## src/rtl/txr_pkg.sv

```systemverilog
package txr_pkg;
  localparam int unsigned RDY_B  = 31;
  localparam int unsigned WRAP_B = 29;
  localparam int unsigned LAST_B = 27;
  localparam int unsigned ERR_W  = 10;

  typedef enum logic [2:0] {
    S_IDLE, S_D0, S_D1, S_DATA, S_EOF, S_WBN, S_WBL
  } state_e;

  typedef struct packed {
    logic        eof;
    logic [31:0] data;
  } fifo_ent_t;
endpackage

```

## src/rtl/txr_fifo.sv

```systemverilog
module txr_fifo import txr_pkg::*; #(
  parameter int unsigned DEPTH = 48
) (
  input  logic      clk_i,
  input  logic      rst_ni,
  input  logic      push_i,
  input  fifo_ent_t din_i,
  output logic      full_o,
  input  logic      pop_i,
  output logic      valid_o,
  output fifo_ent_t dout_o
);
  localparam int unsigned IW = $clog2(DEPTH);
  localparam int unsigned CW = $clog2(DEPTH + 1);

  fifo_ent_t         mem_q [DEPTH];
  logic [IW-1:0]     wp_q, rp_q;
  logic [CW-1:0]     cnt_q;
  logic              do_push, do_pop;

  assign full_o  = (cnt_q == CW'(DEPTH));
  assign valid_o = (cnt_q != '0);
  assign do_push = push_i && !full_o;
  assign do_pop  = pop_i && valid_o;
  assign dout_o  = mem_q[rp_q];

  always_ff @(posedge clk_i or negedge rst_ni) begin
    if (!rst_ni) begin
      wp_q  <= '0;
      rp_q  <= '0;
      cnt_q <= '0;
    end else begin
      if (do_push) wp_q <= (wp_q == IW'(DEPTH - 1)) ? '0 : wp_q + 1'b1;
      if (do_pop)  rp_q <= (rp_q == IW'(DEPTH - 1)) ? '0 : rp_q + 1'b1;
      cnt_q <= cnt_q + CW'(do_push) - CW'(do_pop);
    end
  end

  always_ff @(posedge clk_i) begin
    if (do_push) mem_q[wp_q] <= din_i;
  end
endmodule

```

## src/rtl/txr_pend_q.sv

```systemverilog
// Frames awaiting completion: enqueue at EOF, mark done on report, dequeue on write-back.
module txr_pend_q import txr_pkg::*; #(
  parameter int unsigned DEPTH = 4,
  parameter int unsigned AW    = 32
) (
  input  logic             clk_i,
  input  logic             rst_ni,
  input  logic             enq_i,
  input  logic [AW-1:0]    enq_addr_i,
  input  logic [31:0]      enq_w0_i,
  input  logic             done_i,
  input  logic [ERR_W-1:0] done_st_i,
  input  logic             deq_i,
  output logic             full_o,
  output logic             wb_pend_o,
  output logic [AW-1:0]    hd_addr_o,
  output logic [31:0]      hd_w0_o,
  output logic [ERR_W-1:0] hd_st_o
);
  localparam int unsigned PW = $clog2(DEPTH);

  logic [AW-1:0]    addr_q [DEPTH];
  logic [31:0]      w0_q   [DEPTH];
  logic [ERR_W-1:0] st_q   [DEPTH];
  logic [PW:0]      wr_q, dn_q, rd_q;
  logic             done_ok;

  assign full_o    = ((wr_q - rd_q) == (PW+1)'(DEPTH));
  assign wb_pend_o = (rd_q != dn_q);
  assign done_ok   = done_i && (dn_q != wr_q);
  assign hd_addr_o = addr_q[rd_q[PW-1:0]];
  assign hd_w0_o   = w0_q[rd_q[PW-1:0]];
  assign hd_st_o   = st_q[rd_q[PW-1:0]];

  always_ff @(posedge clk_i or negedge rst_ni) begin
    if (!rst_ni) begin
      wr_q <= '0;
      dn_q <= '0;
      rd_q <= '0;
    end else begin
      if (enq_i)   wr_q <= wr_q + 1'b1;
      if (done_ok) dn_q <= dn_q + 1'b1;
      if (deq_i)   rd_q <= rd_q + 1'b1;
    end
  end

  always_ff @(posedge clk_i) begin
    if (enq_i) begin
      addr_q[wr_q[PW-1:0]] <= enq_addr_i;
      w0_q[wr_q[PW-1:0]]   <= enq_w0_i;
    end
    if (done_ok) st_q[dn_q[PW-1:0]] <= done_st_i;
  end
endmodule

```

## src/rtl/txr_ctrl.sv

```systemverilog
module txr_ctrl import txr_pkg::*; #(
  parameter int unsigned AW = 32
) (
  input  logic             clk_i,
  input  logic             rst_ni,
  input  logic             start_i,
  input  logic [AW-1:0]    base_i,
  output logic             mem_req_o,
  output logic             mem_we_o,
  output logic [AW-1:0]    mem_addr_o,
  output logic [31:0]      mem_wdata_o,
  input  logic             mem_ack_i,
  input  logic             mem_err_i,
  input  logic [31:0]      mem_rdata_i,
  input  logic             fifo_full_i,
  output logic             push_o,
  output fifo_ent_t        push_ent_o,
  input  logic             pq_full_i,
  input  logic             wb_pend_i,
  input  logic [AW-1:0]    wb_addr_i,
  input  logic [31:0]      wb_w0_i,
  input  logic [ERR_W-1:0] wb_st_i,
  output logic             enq_o,
  output logic [AW-1:0]    cur_addr_o,
  output logic [31:0]      cur_w0_o,
  output logic             deq_o,
  output logic             irq_o,
  output logic             err_o
);
  state_e        state_q;
  logic          run_q, err_q, irq_q;
  logic [AW-1:0] off_q, ptr_q, nxt_off;
  logic [31:0]   w0_q;
  logic [14:0]   cnt_q;
  logic [16:0]   len_w;
  logic          ok, berr;

  assign cur_addr_o = base_i + off_q;
  assign cur_w0_o   = w0_q;
  assign nxt_off    = w0_q[WRAP_B] ? '0 : off_q + AW'(8);
  assign len_w      = {1'b0, w0_q[15:0]} + 17'd3;
  assign ok         = mem_req_o && mem_ack_i && !mem_err_i;
  assign berr       = mem_req_o && mem_ack_i && mem_err_i;
  assign irq_o      = irq_q;
  assign err_o      = err_q;

  always_comb begin
    mem_req_o   = 1'b0;
    mem_we_o    = 1'b0;
    mem_addr_o  = cur_addr_o;
    mem_wdata_o = {1'b0, w0_q[30:0]};
    push_o      = 1'b0;
    push_ent_o  = '{eof: 1'b0, data: mem_rdata_i};
    enq_o       = 1'b0;
    deq_o       = 1'b0;
    unique case (state_q)
      S_D0:   mem_req_o = 1'b1;
      S_D1: begin
        mem_req_o  = 1'b1;
        mem_addr_o = cur_addr_o + AW'(4);
      end
      S_DATA: begin
        mem_req_o  = (cnt_q != '0) && !fifo_full_i;
        mem_addr_o = ptr_q;
        push_o     = mem_req_o && mem_ack_i && !mem_err_i;
      end
      S_EOF: begin
        push_o     = !fifo_full_i;
        push_ent_o = '{eof: 1'b1, data: 32'h0};
        enq_o      = !fifo_full_i;
      end
      S_WBN: begin
        mem_req_o = 1'b1;
        mem_we_o  = 1'b1;
      end
      S_WBL: begin
        mem_req_o   = 1'b1;
        mem_we_o    = 1'b1;
        mem_addr_o  = wb_addr_i;
        mem_wdata_o = {1'b0, wb_w0_i[30:26], wb_st_i, wb_w0_i[15:0]};
        deq_o       = mem_ack_i && !mem_err_i;
      end
      default: ;
    endcase
  end

  always_ff @(posedge clk_i or negedge rst_ni) begin
    if (!rst_ni) begin
      state_q <= S_IDLE;
      run_q   <= 1'b0;
      err_q   <= 1'b0;
      irq_q   <= 1'b0;
      off_q   <= '0;
      ptr_q   <= '0;
      w0_q    <= '0;
      cnt_q   <= '0;
    end else begin
      irq_q <= 1'b0;
      unique case (state_q)
        S_IDLE: if (!err_q) begin
          // completions first so pending frames never starve
          if (wb_pend_i) state_q <= S_WBL;
          else if (run_q && !fifo_full_i && !pq_full_i) state_q <= S_D0;
        end
        S_D0: if (ok) begin
          w0_q <= mem_rdata_i;
          if (mem_rdata_i[RDY_B]) state_q <= S_D1;
          else begin
            run_q   <= 1'b0;
            state_q <= S_IDLE;
          end
        end
        S_D1: if (ok) begin
          ptr_q   <= AW'(mem_rdata_i);
          cnt_q   <= len_w[16:2];
          state_q <= S_DATA;
        end
        S_DATA: begin
          if (cnt_q == '0) state_q <= w0_q[LAST_B] ? S_EOF : S_WBN;
          else if (ok) begin
            ptr_q <= ptr_q + AW'(4);
            cnt_q <= cnt_q - 1'b1;
          end
        end
        S_EOF: if (!fifo_full_i) begin
          off_q   <= nxt_off;
          state_q <= S_IDLE;
        end
        S_WBN: if (ok) begin
          off_q   <= nxt_off;
          state_q <= S_IDLE;
        end
        S_WBL: if (ok) begin
          irq_q   <= 1'b1;
          state_q <= S_IDLE;
        end
        default: state_q <= S_IDLE;
      endcase
      if (berr) begin
        err_q   <= 1'b1;
        run_q   <= 1'b0;
        state_q <= S_IDLE;
      end else if (start_i && !err_q) begin
        run_q <= 1'b1;
      end
    end
  end
endmodule

```

## src/rtl/txr_dma.sv

```systemverilog
module txr_dma import txr_pkg::*; #(
  parameter int unsigned AW         = 32,
  parameter int unsigned FIFO_BYTES = 192,
  parameter int unsigned PEND_DEPTH = 4
) (
  input  logic             clk_i,
  input  logic             rst_ni,
  input  logic             start_i,
  input  logic [AW-1:0]    ring_base_i,
  output logic             mem_req_o,
  output logic             mem_we_o,
  output logic [AW-1:0]    mem_addr_o,
  output logic [31:0]      mem_wdata_o,
  input  logic             mem_ack_i,
  input  logic             mem_err_i,
  input  logic [31:0]      mem_rdata_i,
  output logic             txq_valid_o,
  output logic [31:0]      txq_data_o,
  output logic             txq_eof_o,
  input  logic             txq_ready_i,
  input  logic             txs_valid_i,
  input  logic [ERR_W-1:0] txs_status_i,
  output logic             irq_o,
  output logic             err_o
);
  localparam int unsigned FIFO_WORDS = FIFO_BYTES / 4;

  logic             fifo_push, fifo_full;
  fifo_ent_t        fifo_din, fifo_dout;
  logic             pq_full, wb_pend, enq, deq;
  logic [AW-1:0]    wb_addr, cur_addr;
  logic [31:0]      wb_w0, cur_w0;
  logic [ERR_W-1:0] wb_st;

  assign txq_data_o = fifo_dout.data;
  assign txq_eof_o  = fifo_dout.eof;

  txr_ctrl #(.AW(AW)) u_ctrl (
    .clk_i, .rst_ni, .start_i, .base_i(ring_base_i),
    .mem_req_o, .mem_we_o, .mem_addr_o, .mem_wdata_o,
    .mem_ack_i, .mem_err_i, .mem_rdata_i,
    .fifo_full_i(fifo_full), .push_o(fifo_push), .push_ent_o(fifo_din),
    .pq_full_i(pq_full), .wb_pend_i(wb_pend), .wb_addr_i(wb_addr),
    .wb_w0_i(wb_w0), .wb_st_i(wb_st),
    .enq_o(enq), .cur_addr_o(cur_addr), .cur_w0_o(cur_w0), .deq_o(deq),
    .irq_o, .err_o
  );

  txr_fifo #(.DEPTH(FIFO_WORDS)) u_fifo (
    .clk_i, .rst_ni,
    .push_i(fifo_push), .din_i(fifo_din), .full_o(fifo_full),
    .pop_i(txq_ready_i), .valid_o(txq_valid_o), .dout_o(fifo_dout)
  );

  txr_pend_q #(.DEPTH(PEND_DEPTH), .AW(AW)) u_pend (
    .clk_i, .rst_ni,
    .enq_i(enq), .enq_addr_i(cur_addr), .enq_w0_i(cur_w0),
    .done_i(txs_valid_i), .done_st_i(txs_status_i), .deq_i(deq),
    .full_o(pq_full), .wb_pend_o(wb_pend),
    .hd_addr_o(wb_addr), .hd_w0_o(wb_w0), .hd_st_o(wb_st)
  );
endmodule

```

## config.mk

```make
export PLATFORM = sky130hd
export DESIGN_NAME = txr_dma
export DESIGN_NICKNAME = d
export VERILOG_FILES = /design/src/rtl/txr_pkg.sv /design/src/rtl/txr_fifo.sv /design/src/rtl/txr_pend_q.sv /design/src/rtl/txr_ctrl.sv /design/src/rtl/txr_dma.sv
export SDC_FILE = /design/constraint.sdc
export NUM_CORES = 2
export LEC_CHECK = 0
export BUFFER_PORTS_ARGS = -buffer_cell sky130_fd_sc_hd__buf_2
export CORE_ASPECT_RATIO = 1.5
export CORE_MARGIN = 8
export CORE_UTILIZATION = 50
export CTS_BUF_LIST = sky130_fd_sc_hd__clkbuf_8 sky130_fd_sc_hd__clkbuf_16
export DETAILED_ROUTE_END_ITERATION = 8
export PLACE_DENSITY = 0.68
export REMOVE_ABC_BUFFERS = 1
export SYNTH_ARGS = -nofsm -noshare
export SYNTH_HDL_FRONTEND = slang
export SYNTH_HIERARCHICAL = 1
export SYNTH_SLANG_ARGS = --single-unit
```

## constraint.sdc

```tcl
create_clock -name clk_i -period 3.75 [get_ports clk_i]
set_input_delay 0.5625 -clock clk_i [delete_from_list [all_inputs] [get_ports clk_i]]
set_output_delay 0.5625 -clock clk_i [all_outputs]
set_load 0.02 [all_outputs]
```

==> metrics.txt <==
f_max=210 MHz; final instance area=100000 µm²; Post-Syn Instances=4793; DRT iter0 DRCs=about 6000; # setup viols final=53; die height=511 µm; Worst-path clk slew=0.06 ns; measured slew at the worst slew-check pin=1.57 ns; placed cell areas=between 80000 and 90000 µm²; Max clock buf depth=3; Critical Path AT=4.19 ns; average wire per standard cell=32.3 µm; WP data required=3.19 ns; Final GP Congestion=a little under 0.9; crit path kind=flip-flop to output port; vias per cell=6.40; Synth-to-Final Area Change=22.2%; final slew viol count=12; H-tree levels=4; maximum vdd drop=about 720 µV; static leakage=about 35 nW; starting density of the core=50.1%; routed wire length=254 mm; layout cells sized above 1=32.4%; status=finished with violations; worst setup margin=-1.01 ns; Critical Path Fanout Max=3; Total Routing Usage GR=27.4%; CTS tree=done; Tightest Hold Check Type=primary input to flip-flop; DPL Wire Length=151 mm; Vias=50400; synthesized cell area=between 80000 and 90000 µm²; final hold violation count=0; clk sinks=1976; die width=346 µm; post-route clock period utilization=127%; core area=163000 µm²; total CTS buffers=176; violated checks=capacitance limit, slew limit, setup timing; die area=around 180000 µm²; CTS root buf=clkbuf_16; DRC=0; Port Buffers=approximately 180; vias in the first global route=50400; Power Total=0.0785 W; # Max-Cap Violations=1; largest net degree at the start of global routing=75; minimum clock period=4.76 ns; Slew HR=-4.53%; critical path endpoint category=output port; row cnt=182; later-pin clock latency in the skew report=approximately 0.85 ns; total grt overflow=0; Post-Syn Area per Cell=17.1 µm²; TritonRoute pass-1 iters=8; CP Launch Type=flip-flop; setup TNS=-23.64 ns; Routed Antenna Nets=0; pwr/cell area=~780 nW/µm²; fin nets=5735; worst slack at placement=-0.677 ns; number of fill cells=11500; initial antenna violation count=22; RSZ-0062 raised after global routing=yes; clock skew=0.0445 ns; IO Pins=183; Ys Warns=6; global-route wire length before repair=352 mm
placed cells by master, fill, tap and decap left out, types with 21 or more instances in the layout:
master,n
buf_12,109
nand3_1,42
nand2_1,277
nor3_1,29
mux2_2,46
mux2i_1,406
a221oi_2,25
a22oi_1,23
buf_6,90
ha_1,48
xnor2_1,22
clkinv_2,26
buf_2,126
nor2_4,57
and2_1,43
o21ai_1,58
a21oi_2,61
o221ai_1,37
clkinv_1,28
nand4_1,21
edfxtp_1,1836
buf_16,25
xor2_1,24
buf_4,490
a222oi_1,33
a22oi_2,23
and3_1,27
a221oi_1,35
mux4_2,261
dfrtp_1,131
nor2_1,117
mux2_4,26
o21ai_0,133
a31oi_1,39
clkbuf_16,179
inv_1,105
a21oi_1,184
power breakdown:
group          total, W  internal (W)  switching (W)
clock network    0.0179       0.00960        0.00828
logic            0.0327        0.0141         0.0185
registers        0.0279        0.0268        0.00112
state kept, by name (all words and copies together) (netlist names), 6 cells and up:
name,count
u_pend/addr_q,128
u_ctrl/off_q,29
u_fifo/rp_q,6
u_fifo/mem_q,1584
u_fifo/wp_q,6
u_pend/w0_q,84
u_fifo/cnt_q,6
u_ctrl/ptr_q,32
u_pend/st_q,40
u_ctrl/cur_w0_o,31
u_ctrl/cnt_q,15
timing repair:
| item | in CTS | in global routing |
|---|---|---|
| endpoints found under the hold margin | 127 | 0 |
| gates cloned | 29 | 10 |
| pin swaps | 148 | 136 |
| setup endpoints to repair | 169 | 362 |
| setup buffers | 131 | 74 |
| hold buffers | 20 | 0 |
| gates resized for setup | 496 | 214 |
cell type report:
cell class / instances / area, µm² / share of cell area [%]
diodes: 12 / 30.0 / 0.0300
clock buffers: 184 / 4530 / 4.53
clock inverters: 141 / 1190 / 1.19
inverters: 63 / 236 / 0.237
multi-input cells: 2488 / 23700 / 23.7
flip-flops and latches: 1976 / 58700 / 58.7
well taps: 2116 / 2650 / 2.65
repair buffers: 889 / 8970 / 8.97
critical path, cell delays in order, from the launching register on:
cell and delay [ns]:
dfrtp_1 0.39, ha_4 0.16, inv_2 0.04, fa_2 0.35
buf_6 0.13, xor2_2 0.17, inv_2 0.07, and3_4 0.17
and3_4 0.18, and4_1 0.20, or4b_4 0.51, buf_6 0.15
nor3_2 0.13, buf_4 0.14, nand4_1 0.12, a21oi_2 0.16
a2bb2oi_2 0.17, buf_6 0.14
routing by layer:
metal	routed length, µm	global-route usage [%]
met1	86300	32.6
met2	126000	46.5
met3	24300	5.46
met4	17400	15.3
met5	60	0
path summary, 6_finish.rpt:
| kind | startpoint | to | slack [ns] | cells past startpoint |
|---|---|---|---|---|
| setup / recovery | u_ctrl/off_q[3]$_DFFE_PN0P_ | mem_addr_o[28] | -1.01 | 17 |
| hold / removal | mem_rdata_i[14] | u_ctrl/cur_w0_o[14]$_DFFE_PN0P_ | 0.06 | 2 |
| setup reg to reg | u_ctrl/cnt_q[0]$_DFFE_PN0P_ | u_fifo/mem_q[0][20]$_DFFE_PP_ | 0.06 | 12 |
| hold reg to reg | u_ctrl/cur_w0_o[30]$_DFFE_PN0P_ | u_pend/w0_q[1][30]$_DFFE_PP_ | 0.50 | 0 |
| max in group asynchronous | rst_ni | u_fifo/rp_q[3]$_DFFE_PN0P_ | 2.54 | 3 |
| min in group asynchronous | rst_ni | u_ctrl/ptr_q[25]$_DFFE_PN0P_ | 0.36 | 2 |
through the flow:
step | std cells | hold WS, ns | utilization [%]
2_1_floorplan | 4515 | 0.267 | -
3_5_place_dp | 7293 | 0.493 | 54.3
6_report | 7869 | 0.0599 | 61.2
5_1_grt | 7859 | 0.0389 | 61.2
4_1_cts | 7794 | 0.00254 | 60.3
3_3_place_gp | 7293 | 0.463 | 54.3
Note: power is estimated with default switching activity, not from simulation.
